==> src/rtl/irqSelPkg.sv <==
package irqSelPkg;
  localparam int ID_W = 10;
  localparam int PRIO_W = 8;
  localparam int PRIVATE_COUNT = 32;
  localparam logic [ID_W-1:0] NO_IRQ = 10'd1023;

  typedef enum logic [1:0] {
    ST_IDLE    = 2'd0,
    ST_PEND    = 2'd1,
    ST_ACT     = 2'd2,
    ST_ACTPEND = 2'd3
  } irqState_e;

  // strobes from slot control to the state bank
  typedef struct packed {
    logic            take;
    logic            clrEn;
    logic [ID_W-1:0] clrId;
  } ctrlStrobe_t;
endpackage

==> src/rtl/irqPickBest.sv <==
module irqPickBest
  import irqSelPkg::*;
#(
  parameter int BASE  = 0,
  parameter int COUNT = 32
) (
  input  logic [COUNT-1:0]             cand,
  input  logic [COUNT-1:0][PRIO_W-1:0] prio,
  output logic                         found,
  output logic [ID_W-1:0]              bestId,
  output logic [PRIO_W-1:0]            bestPrio
);
  // scan from the top down so equal priorities settle on the lowest ID
  always_comb begin
    found    = 1'b0;
    bestId   = NO_IRQ;
    bestPrio = '0;
    for (int i = COUNT - 1; i >= 0; i--) begin
      if (cand[i] && (!found || prio[i] <= bestPrio)) begin
        found    = 1'b1;
        bestId   = ID_W'(BASE + i);
        bestPrio = prio[i];
      end
    end
  end
endmodule

==> src/rtl/irqStateBank.sv <==
module irqStateBank
  import irqSelPkg::*;
#(
  parameter int NUM_IRQ = 64
) (
  input  logic              clk,
  input  logic              rst_n,
  input  logic              setReq,
  input  logic [ID_W-1:0]   setId,
  input  logic              cfgWe,
  input  logic [ID_W-1:0]   cfgId,
  input  logic              cfgEnable,
  input  logic [PRIO_W-1:0] cfgPrio,
  input  ctrlStrobe_t       strobe,
  output logic              candValid,
  output logic [ID_W-1:0]   candId,
  output logic              clrEffective
);
  localparam int SHARED_COUNT = NUM_IRQ - PRIVATE_COUNT;
  localparam int IDX_W = $clog2(NUM_IRQ);

  irqState_e stateQ [NUM_IRQ];
  irqState_e stateD [NUM_IRQ];
  logic [NUM_IRQ-1:0]             enQ;
  logic [NUM_IRQ-1:0][PRIO_W-1:0] prioQ;
  logic [NUM_IRQ-1:0]             cand;

  always_comb begin
    for (int i = 0; i < NUM_IRQ; i++) begin
      cand[i] = enQ[i] && (stateQ[i] == ST_PEND || stateQ[i] == ST_ACTPEND);
    end
  end

  logic              pvFound, shFound;
  logic [ID_W-1:0]   pvId, shId;
  logic [PRIO_W-1:0] pvPrio, shPrio;

  irqPickBest #(.BASE(0), .COUNT(PRIVATE_COUNT)) pickPrivate (
    .cand(cand[PRIVATE_COUNT-1:0]), .prio(prioQ[PRIVATE_COUNT-1:0]),
    .found(pvFound), .bestId(pvId), .bestPrio(pvPrio)
  );

  irqPickBest #(.BASE(PRIVATE_COUNT), .COUNT(SHARED_COUNT)) pickShared (
    .cand(cand[NUM_IRQ-1:PRIVATE_COUNT]), .prio(prioQ[NUM_IRQ-1:PRIVATE_COUNT]),
    .found(shFound), .bestId(shId), .bestPrio(shPrio)
  );

  // ties between the groups go to the private source
  logic useShared;
  assign useShared = shFound && (!pvFound || pvPrio > shPrio);
  assign candValid = pvFound || shFound;
  assign candId    = useShared ? shId : pvId;

  logic clrInRange;
  assign clrInRange   = strobe.clrId < ID_W'(NUM_IRQ);
  assign clrEffective = clrInRange && (stateQ[strobe.clrId[IDX_W-1:0]] != ST_IDLE);

  always_comb begin
    for (int i = 0; i < NUM_IRQ; i++) begin
      logic isPend;
      isPend = (stateQ[i] == ST_PEND) || (stateQ[i] == ST_ACTPEND);
      stateD[i] = stateQ[i];
      if (strobe.take && candId == ID_W'(i)) stateD[i] = ST_ACT;
      if (setReq && setId == ID_W'(i) && !isPend)
        stateD[i] = (stateQ[i] == ST_ACT) ? ST_ACTPEND : ST_PEND;
      if (strobe.clrEn && strobe.clrId == ID_W'(i)) stateD[i] = ST_IDLE;
    end
  end

  always_ff @(posedge clk or negedge rst_n) begin
    if (!rst_n) begin
      for (int i = 0; i < NUM_IRQ; i++) stateQ[i] <= ST_IDLE;
      enQ   <= '0;
      prioQ <= '0;
    end else begin
      for (int i = 0; i < NUM_IRQ; i++) begin
        stateQ[i] <= stateD[i];
        if (cfgWe && cfgId == ID_W'(i)) begin
          enQ[i]   <= cfgEnable;
          prioQ[i] <= cfgPrio;
        end
      end
    end
  end
endmodule

==> src/rtl/irqSlotCtrl.sv <==
module irqSlotCtrl
  import irqSelPkg::*;
(
  input  logic            clk,
  input  logic            rst_n,
  input  logic            doneValid,
  input  logic            clrReq,
  input  logic [ID_W-1:0] clrId,
  input  logic            candValid,
  input  logic [ID_W-1:0] candId,
  input  logic            clrEffective,
  output ctrlStrobe_t     strobe,
  output logic [ID_W-1:0] presentedId,
  output logic            irqPending,
  output logic            eoiValid,
  output logic [ID_W-1:0] eoiId
);
  logic [ID_W-1:0] slotQ;
  logic slotEmpty, doneHit;

  assign slotEmpty    = slotQ == NO_IRQ;
  assign doneHit      = doneValid && !slotEmpty;
  assign strobe.take  = slotEmpty && candValid;
  assign strobe.clrEn = doneHit || clrReq;
  assign strobe.clrId = doneHit ? slotQ : clrId;

  always_ff @(posedge clk or negedge rst_n) begin
    if (!rst_n) begin
      slotQ    <= NO_IRQ;
      eoiValid <= 1'b0;
      eoiId    <= NO_IRQ;
    end else begin
      if (doneHit)          slotQ <= NO_IRQ;
      else if (strobe.take) slotQ <= candId;
      eoiValid <= strobe.clrEn && clrEffective;
      if (strobe.clrEn) eoiId <= strobe.clrId;
    end
  end

  assign presentedId = slotQ;
  assign irqPending  = !slotEmpty;
endmodule

==> src/rtl/irqPrioritySelector.sv <==
module irqPrioritySelector
  import irqSelPkg::*;
#(
  parameter int NUM_SPI = 32
) (
  input  logic              clk,
  input  logic              rst_n,
  input  logic              setReq,
  input  logic [ID_W-1:0]   setId,
  input  logic              clrReq,
  input  logic [ID_W-1:0]   clrId,
  input  logic              cfgWe,
  input  logic [ID_W-1:0]   cfgId,
  input  logic              cfgEnable,
  input  logic [PRIO_W-1:0] cfgPrio,
  input  logic              doneValid,
  output logic [ID_W-1:0]   presentedId,
  output logic              irqPending,
  output logic              eoiValid,
  output logic [ID_W-1:0]   eoiId
);
  localparam int NUM_IRQ = PRIVATE_COUNT + NUM_SPI;

  ctrlStrobe_t     strobe;
  logic            candValid, clrEffective;
  logic [ID_W-1:0] candId;

  irqStateBank #(.NUM_IRQ(NUM_IRQ)) bank (
    .clk(clk), .rst_n(rst_n), .setReq(setReq), .setId(setId),
    .cfgWe(cfgWe), .cfgId(cfgId), .cfgEnable(cfgEnable), .cfgPrio(cfgPrio),
    .strobe(strobe), .candValid(candValid), .candId(candId),
    .clrEffective(clrEffective)
  );

  irqSlotCtrl ctrl (
    .clk(clk), .rst_n(rst_n), .doneValid(doneValid), .clrReq(clrReq),
    .clrId(clrId), .candValid(candValid), .candId(candId),
    .clrEffective(clrEffective), .strobe(strobe), .presentedId(presentedId),
    .irqPending(irqPending), .eoiValid(eoiValid), .eoiId(eoiId)
  );
endmodule

==> config.mk <==
export PLATFORM = sky130hd
export DESIGN_NAME = irqPrioritySelector
export DESIGN_NICKNAME = d
export VERILOG_FILES = /design/src/rtl/irqSelPkg.sv /design/src/rtl/irqPickBest.sv /design/src/rtl/irqStateBank.sv /design/src/rtl/irqSlotCtrl.sv /design/src/rtl/irqPrioritySelector.sv
export SDC_FILE = /design/constraint.sdc
export NUM_CORES = 2
export LEC_CHECK = 0
export BUFFER_PORTS_ARGS = -buffer_cell sky130_fd_sc_hd__clkbuf_2
export CAP_MARGIN = 10
export CORE_UTILIZATION = 50
export DETAILED_ROUTE_END_ITERATION = 10
export PLACE_DENSITY = 0.78
export SLEW_MARGIN = 20
export SYNTH_ARGS = -nofsm -noshare
export SYNTH_HDL_FRONTEND = slang
export SYNTH_SLANG_ARGS = --single-unit
==> constraint.sdc <==
create_clock -name clk -period 66.5 [get_ports clk]
set_clock_uncertainty 0.1 [all_clocks]
set_input_delay 3.325 -clock clk [delete_from_list [all_inputs] [get_ports clk]]
set_output_delay 3.325 -clock clk [all_outputs]
set_load 0.03 [all_outputs]
**Word level (Yosys, flattened, before mapping)**

Index checks and enable logic that the tools add are counted.

- Output and inout port bits: 22
- Register bits: 725
- Word-level logic and storage cells: 1939

- Equal/unequal tests: 445
- Reductions and logical operators: 778
- Bitwise gates (word level): 1
- $lt $le $gt $ge: 65
- Muxes and demuxes: 455

Operators with widths:

| operator | count |
|---|---|
| equality test 10 x 6 -> 1 bit (second input constant) | 128 |
| 2-to-1 mux 10 bit | 68 |
| equality test 10 x 5 -> 1 bit (second input constant) | 64 |
| 2-to-1 mux 2 bit | 258 |
| 2-to-1 mux 8 bit | 64 |
| <= comparator 8 bit | 62 |
| logical AND 1 bit | 451 |
| equality test 10 x 4 -> 1 bit (second input constant) | 32 |
| equality test 2 bit (second input constant) | 128 |
| nonzero test 3 bit | 64 |
| equality test 10 x 3 -> 1 bit (second input constant) | 16 |
| logical OR 1 bit | 129 |
| equality test 2 x 1 -> 1 bit (second input constant) | 64 |
| zero test 1 bit | 128 |
| equality test 10 x 2 -> 1 bit (second input constant) | 8 |
| 2-to-1 mux 1 bit | 64 |
| equality test 10 x 1 -> 1 bit (second input constant) | 4 |
| zero test 10 bit | 4 |
| binary-select mux 2 bit (select 6 bit) | 1 |
| equality test 10 bit (second input constant) | 1 |
| < comparator 10 x 7 -> 1 bit (second input constant) | 1 |
| greater-than comparator 8 bit | 1 |
| >= comparator 7 bit (second input constant) | 1 |
| NOT 6 -> 7 bit | 1 |
| nonzero test 2 bit | 2 |

**Logic depth before layout (Yosys ltp)**

- Depth in word-level cells: 137
- Mapped depth: 381
- Mapped depth without buffers: 354

**By module**

From an unflattened synthesis, not the netlist that was laid out.

- Cells, all modules: 5854
- Area, all modules: 54721.2 µm²

By module, submodules not included:

| module | times used | cells each | area each (µm²) | sequential area each (µm²) |
|---|---|---|---|---|
| irqStateBank | 1 | 2315 | 29633.4 | 17616.9 |
| irqPickBest (bank.pickPrivate) | 1 | 1746 | 12109.1 | 0.0 |
| irqPickBest (bank.pickShared) | 1 | 1687 | 11818.8 | 0.0 |
| irqSlotCtrl | 1 | 106 | 1159.9 | 550.5 |

**Worst setup path after synthesis**

Ideal clock, no wire load.

- Path kind: register -> register
- From: register bank.stateQ[0] (netlist bit)
- To: register bank.stateQ[94] (netlist bit)
- Setup slack: 1.795 ns
- Data arrival time: 64.482 ns
- Cell stages (with the launch flop): 361
- Required time: 66.277 ns
- Cells stage by stage: dfrtp_1 and2_1 clkbuf_1 clkbuf_1 nand2_1 ha_1 nor2b_1 o211ai_1 a21oi_1 nor3_1 o21ai_0 clkbuf_1 nand3_1 o21ai_0 inv_1 ha_1 nand2_1 o21ai_0 [... 325 more ...] a41oi_1 ha_1 nor2b_1 o21a_1 o21ai_0 nand2b_1 a21oi_1 o21ai_0 a21oi_1 nor2_1 and2_1 nand4_1 o21bai_1 o41ai_2 buf_2 or2_1 or4_4 o221a_2

- Longest elaborated chain between the ends: 135
- Elaborated cells on any way between the ends: 233
- Those cells by class: 32 x order compare; 3 x eq/ne; 97 x mux; 101 x reduce/logical

RTL lines:

| what | RTL line | source |
|---|---|---|
| start: declaration | irqStateBank.sv:22 | `irqState_e stateQ [NUM_IRQ];` |
| start signal: indexed assignment | irqStateBank.sv:77 | `stateQ[i] <= stateD[i];` |
| equality test 2 x 1 -> 1 bit / equality test 2 bit (equally long branches) | irqStateBank.sv:30 | `cand[i] = enQ[i] && (stateQ[i] == ST_PEND \|\| stateQ[i] == ST_ACTPEND);` |
| logical OR 1 bit * | irqStateBank.sv:30 |  |
| logical AND 1 bit * | irqStateBank.sv:30 |  |
| 2-to-1 mux 8 bit / 2-to-1 mux 1 bit (equally long branches) | irqPickBest.sv:19 | `if (cand[i] && (!found \|\| prio[i] <= bestPrio)) begin` |
| <= comparator 8 bit / zero test 1 bit (equally long branches) | irqPickBest.sv:19 |  |
| logical OR 1 bit | irqPickBest.sv:19 |  |
| logical AND 1 bit | irqPickBest.sv:19 |  |
| 2-to-1 mux 8 bit / 2-to-1 mux 1 bit (equally long branches) | irqPickBest.sv:19 |  |
| [... 119 more ...] | -- |  |
| 2-to-1 mux 8 bit | irqPickBest.sv:19 |  |
| greater-than comparator 8 bit | irqStateBank.sv:50 | `assign useShared = shFound && (!pvFound \|\| pvPrio > shPrio);` |
| logical OR 1 bit | irqStateBank.sv:50 |  |
| logical AND 1 bit | irqStateBank.sv:50 |  |
| 2-to-1 mux 10 bit | irqStateBank.sv:52 | `assign candId = useShared ? shId : pvId;` |
| equality test 10 x 5 -> 1 bit | irqStateBank.sv:63 | `if (strobe.take && candId == ID_W'(i)) stateD[i] = ST_ACT;` |
| logical AND 1 bit * | irqStateBank.sv:63 |  |
| nonzero test 3 bit (no source line) * | -- |  |

Mark *: on every way between the ends. The rest lies on a longest branch, timed or not.
A chain may end at the register's enable or synchronous reset.

**Worst setup path in the final report**

Same ends and word-level chain as after synthesis.

==> run summary <==
Most used cells in the layout excluding fill and tap cells - dfrtp_1, mux2_2, nand2_1
Fraction of final layout cells sized beyond drive strength 1 - 0.213
Detailed-route via count - 45100
Post-synthesis register bit count - 722
Post-Syn Nets - 6163
Sw Pwr - 0.298 mW
Number of buffers created by CTS - 84
Worst path most repeated cell - ha_1
Floorplan die height - 324 microns
Routability congestion estimate - 0.989
Post-cts hold buffer count - 0
Total routed wirelength - 158000 microns
Number of I/O pins - 67
Maximum vdd ir drop - 0.0207 mV
Remaining design rule violation count - 0
Placement row count - 117
Dominant delay contributor by cell family on the critical path - compound AO/OA/AOI/OAI gates
Pin count of the biggest net entering global routing - 162
Root cell of the clock tree - clkbuf_16
Total Die Area - 105000 sq um
Kind of critical path - register to register
Half-perimeter wire length after placement - 111000 microns
First-pass GRT wire length - 244000 microns
Share of power burned in registers - 0.434
Tightest Pin Transition - 1.22 ns
Number of DRC violations after detailed-routing iteration 0 - 4155
Hold Fails Final Rpt - 0
Mean area per synthesized cell - 9.18 sq um
Worst EP arrival - 63.44 ns
Yosys top cell by area - dfrtp_1
Total global-route track usage - 0.289
Worst hold-check path type - register to register
Most area-consuming cells after synthesis - dfrtp_1, mux2_2, ha_1, nand2_1, nor2_1
Clock sink total - 722
Share of total power in the clock network - 0.448
Leading register cell type out of synthesis - dfrtp_1
Antenna violation net count after detailed routing - 0
Slowest-stage cell, CP - or4_4
Proportion of register bits with asynchronous set or reset after synthesis - 1.00
Critical path buffers and inverters - 44
Proportion of synthesized chip area in sequential cells - 0.348
Number of buffers on the longest clock path - 3
TritonCTS clock tree - yes
Count of H-tree levels built during CTS - 3
Shortest clock period the worst path allows after layout - 62.98 ns
Unique cell type count in the Yosys netlist - 115
Initial Utilization - 0.508
Post-Synthesis Cell Area - 52000 sq um
# port buffers - 66
Vias per cell - 6.22
Synthesized instance count - 5662
Post-placement setup slack - -0.712 ns
Proportion of total power due to net switching - 0.278
Chip Width - 324 microns
Most common library cell in the layout ignoring fill and taps - dfrtp_1
Largest fanout on the critical path - 20
Area grow syn2layout - 12.3%
First-pass detailed-route iteration total - 6
Critical path startpoint category - register
Critical Path Max Stage Delay - 0.53 ns
Final Slew Violations - 0
Ratio of final minimum period to clock period - 0.947
Fmax achieved - 15.9 MHz
Clock insertion delay at the later pin of the skew report - 0.68 ns
Filler cell count in the final layout - 8597
Antenna violations before repair - 6
Final Net Count - 6315
Routed wirelength normalized by instance count - 21.8 microns
Run status - complete, no violations
PwrDens - 18.4 nW/um^2
Final setup fails - 0
Worst reg-to-reg setup slack - 3.52 ns
Gr ovfl total - 0
Required arrival time at the worst endpoint - 66.96 ns
Total leakage power - 27.2 nW
Final setup slack of the worst path - 3.52 ns
Area share of the largest cell type after synthesis - 0.340
Power share of the combinational group - 0.119
Headroom to the max-slew limit - 0.182
Total of warnings raised by yosys - 0
Number of flops mapped to enable cells by yosys - 0
Number of global-route vias before repair - 43700
Number of max-cap violations - 0
Inst Count DP - 7029
Clock input transition at the sequential cells of the worst setup and hold paths - 0.06 ns
Internal power - 0.773 mW
Element type at the critical path end - register
Area of the core - 102000 sq um
Count of placed standard cells in the final layout, fillers left out - 7255
worst reg2reg max path, delay by kind of cell, from the launching register on:
kind	cells	cell delay, ns
adders and majority gates	35	10.10
and+or+nand+nor	94	13.08
muxes	19	5.93
DFF	1	0.43
buffers and inverters	44	5.71
AOI/OAI and AO/OA	157	27.60
path summary, 6_finish.rpt:
kind,from,endpoint,cells past startpoint
hold reg to reg,ctrl.eoiId[4]$_DFFE_PN1P_,ctrl.eoiId[4]$_DFFE_PN1P_,2
setup reg to reg,bank.stateQ[0]$_DFFE_PN0P_,bank.stateQ[94]$_DFFE_PN0P_,349
max in group asynchronous,rst_n,bank.prioQ[88]$_DFFE_PN0P_,3
setup / recovery,bank.stateQ[0]$_DFFE_PN0P_,bank.stateQ[94]$_DFFE_PN0P_,349
min in group asynchronous,rst_n,bank.prioQ[382]$_DFFE_PN0P_,1
hold / removal,ctrl.eoiId[4]$_DFFE_PN1P_,ctrl.eoiId[4]$_DFFE_PN1P_,2
cell families after synthesis:
family | synth area share
compound gates | 0.172
xor+xnor | 0.00303
fa+ha+maj | 0.112
buf+inv | 0.0450
flops | 0.348
mux | 0.163
simple gates | 0.156
power groups by stage:
| stage | registers [mW] | logic, mW | clock network, mW |
|---|---|---|---|
| after floorplan | 0.475 | 0.0682 | 0 |
| after global placement | 0.472 | 0.119 | 0 |
| after detailed placement | 0.472 | 0.121 | 0 |
| after CTS | 0.464 | 0.122 | 0.482 |
| after global routing | 0.466 | 0.136 | 0.500 |
| final | 0.465 | 0.127 | 0.479 |
through the flow:
step	hold slack (ns)	TNS [ns]	cell area (sq um)	power, mW	util
after floorplan	0.350	0	52000	0.543	-
after global placement	0.357	0	54300	0.591	0.531
after detailed placement	0.363	-70.07	54300	0.593	0.531
after CTS	0.372	0	57200	1.07	0.559
after global routing	0.407	-41.55	58300	1.10	0.570
final	0.367	0	58400	1.07	0.570
area by class of cell:
class | instances | area, sq um | area share
sequential | 722 | 18100 | 0.310
antenna | 6 | 15.0 | 0.000257
clock buffer | 124 | 2420 | 0.0416
multi-input combinational | 4330 | 32300 | 0.553
clock inverter | 29 | 359 | 0.00615
tap | 1368 | 1710 | 0.0293
timing repair buffer | 259 | 1930 | 0.0331
inverter | 417 | 1570 | 0.0269
cells in the mapped netlist (41+ instances only):
library cell,number
ha_1,456
a211oi_1,61
mux2i_1,130
inv_1,415
o21ai_0,357
nor3_1,135
a21oi_1,286
a31oi_1,59
nand2b_1,62
o31ai_1,41
and2_1,51
dfrtp_1,705
clkbuf_1,151
or3_1,45
a21o_1,124
o21a_1,98
mux2_2,637
nor2_1,500
nand2_1,513
o311ai_0,44
nand3_1,116
nand4_1,74
nor2b_1,78
layer usage:
| layer | track usage | part of all wire |
|---|---|---|
| met5 | 0 | 0.00026 |
| met3 | 0.0575 | 0.083 |
| met4 | 0.115 | 0.040 |
| met2 | 0.459 | 0.45 |
| met1 | 0.385 | 0.42 |
state kept, by name, indices dropped and copies added, names as in the netlist:
register          count
bank.enQ             64
bank.prioQ          512
bank.stateQ         128
ctrl.eoiId           10
ctrl.eoiValid         1
ctrl.presentedId      7
repair_timing:
action                                 CTS  global route
pin swaps                                0            39
gates resized for setup                  6           168
setup endpoints to repair              133           134
gates cloned                             0             6
setup buffers                            0            61
endpoints found under the hold margin    0             0
No activity file was read; power rests on OpenSTA's default activity.
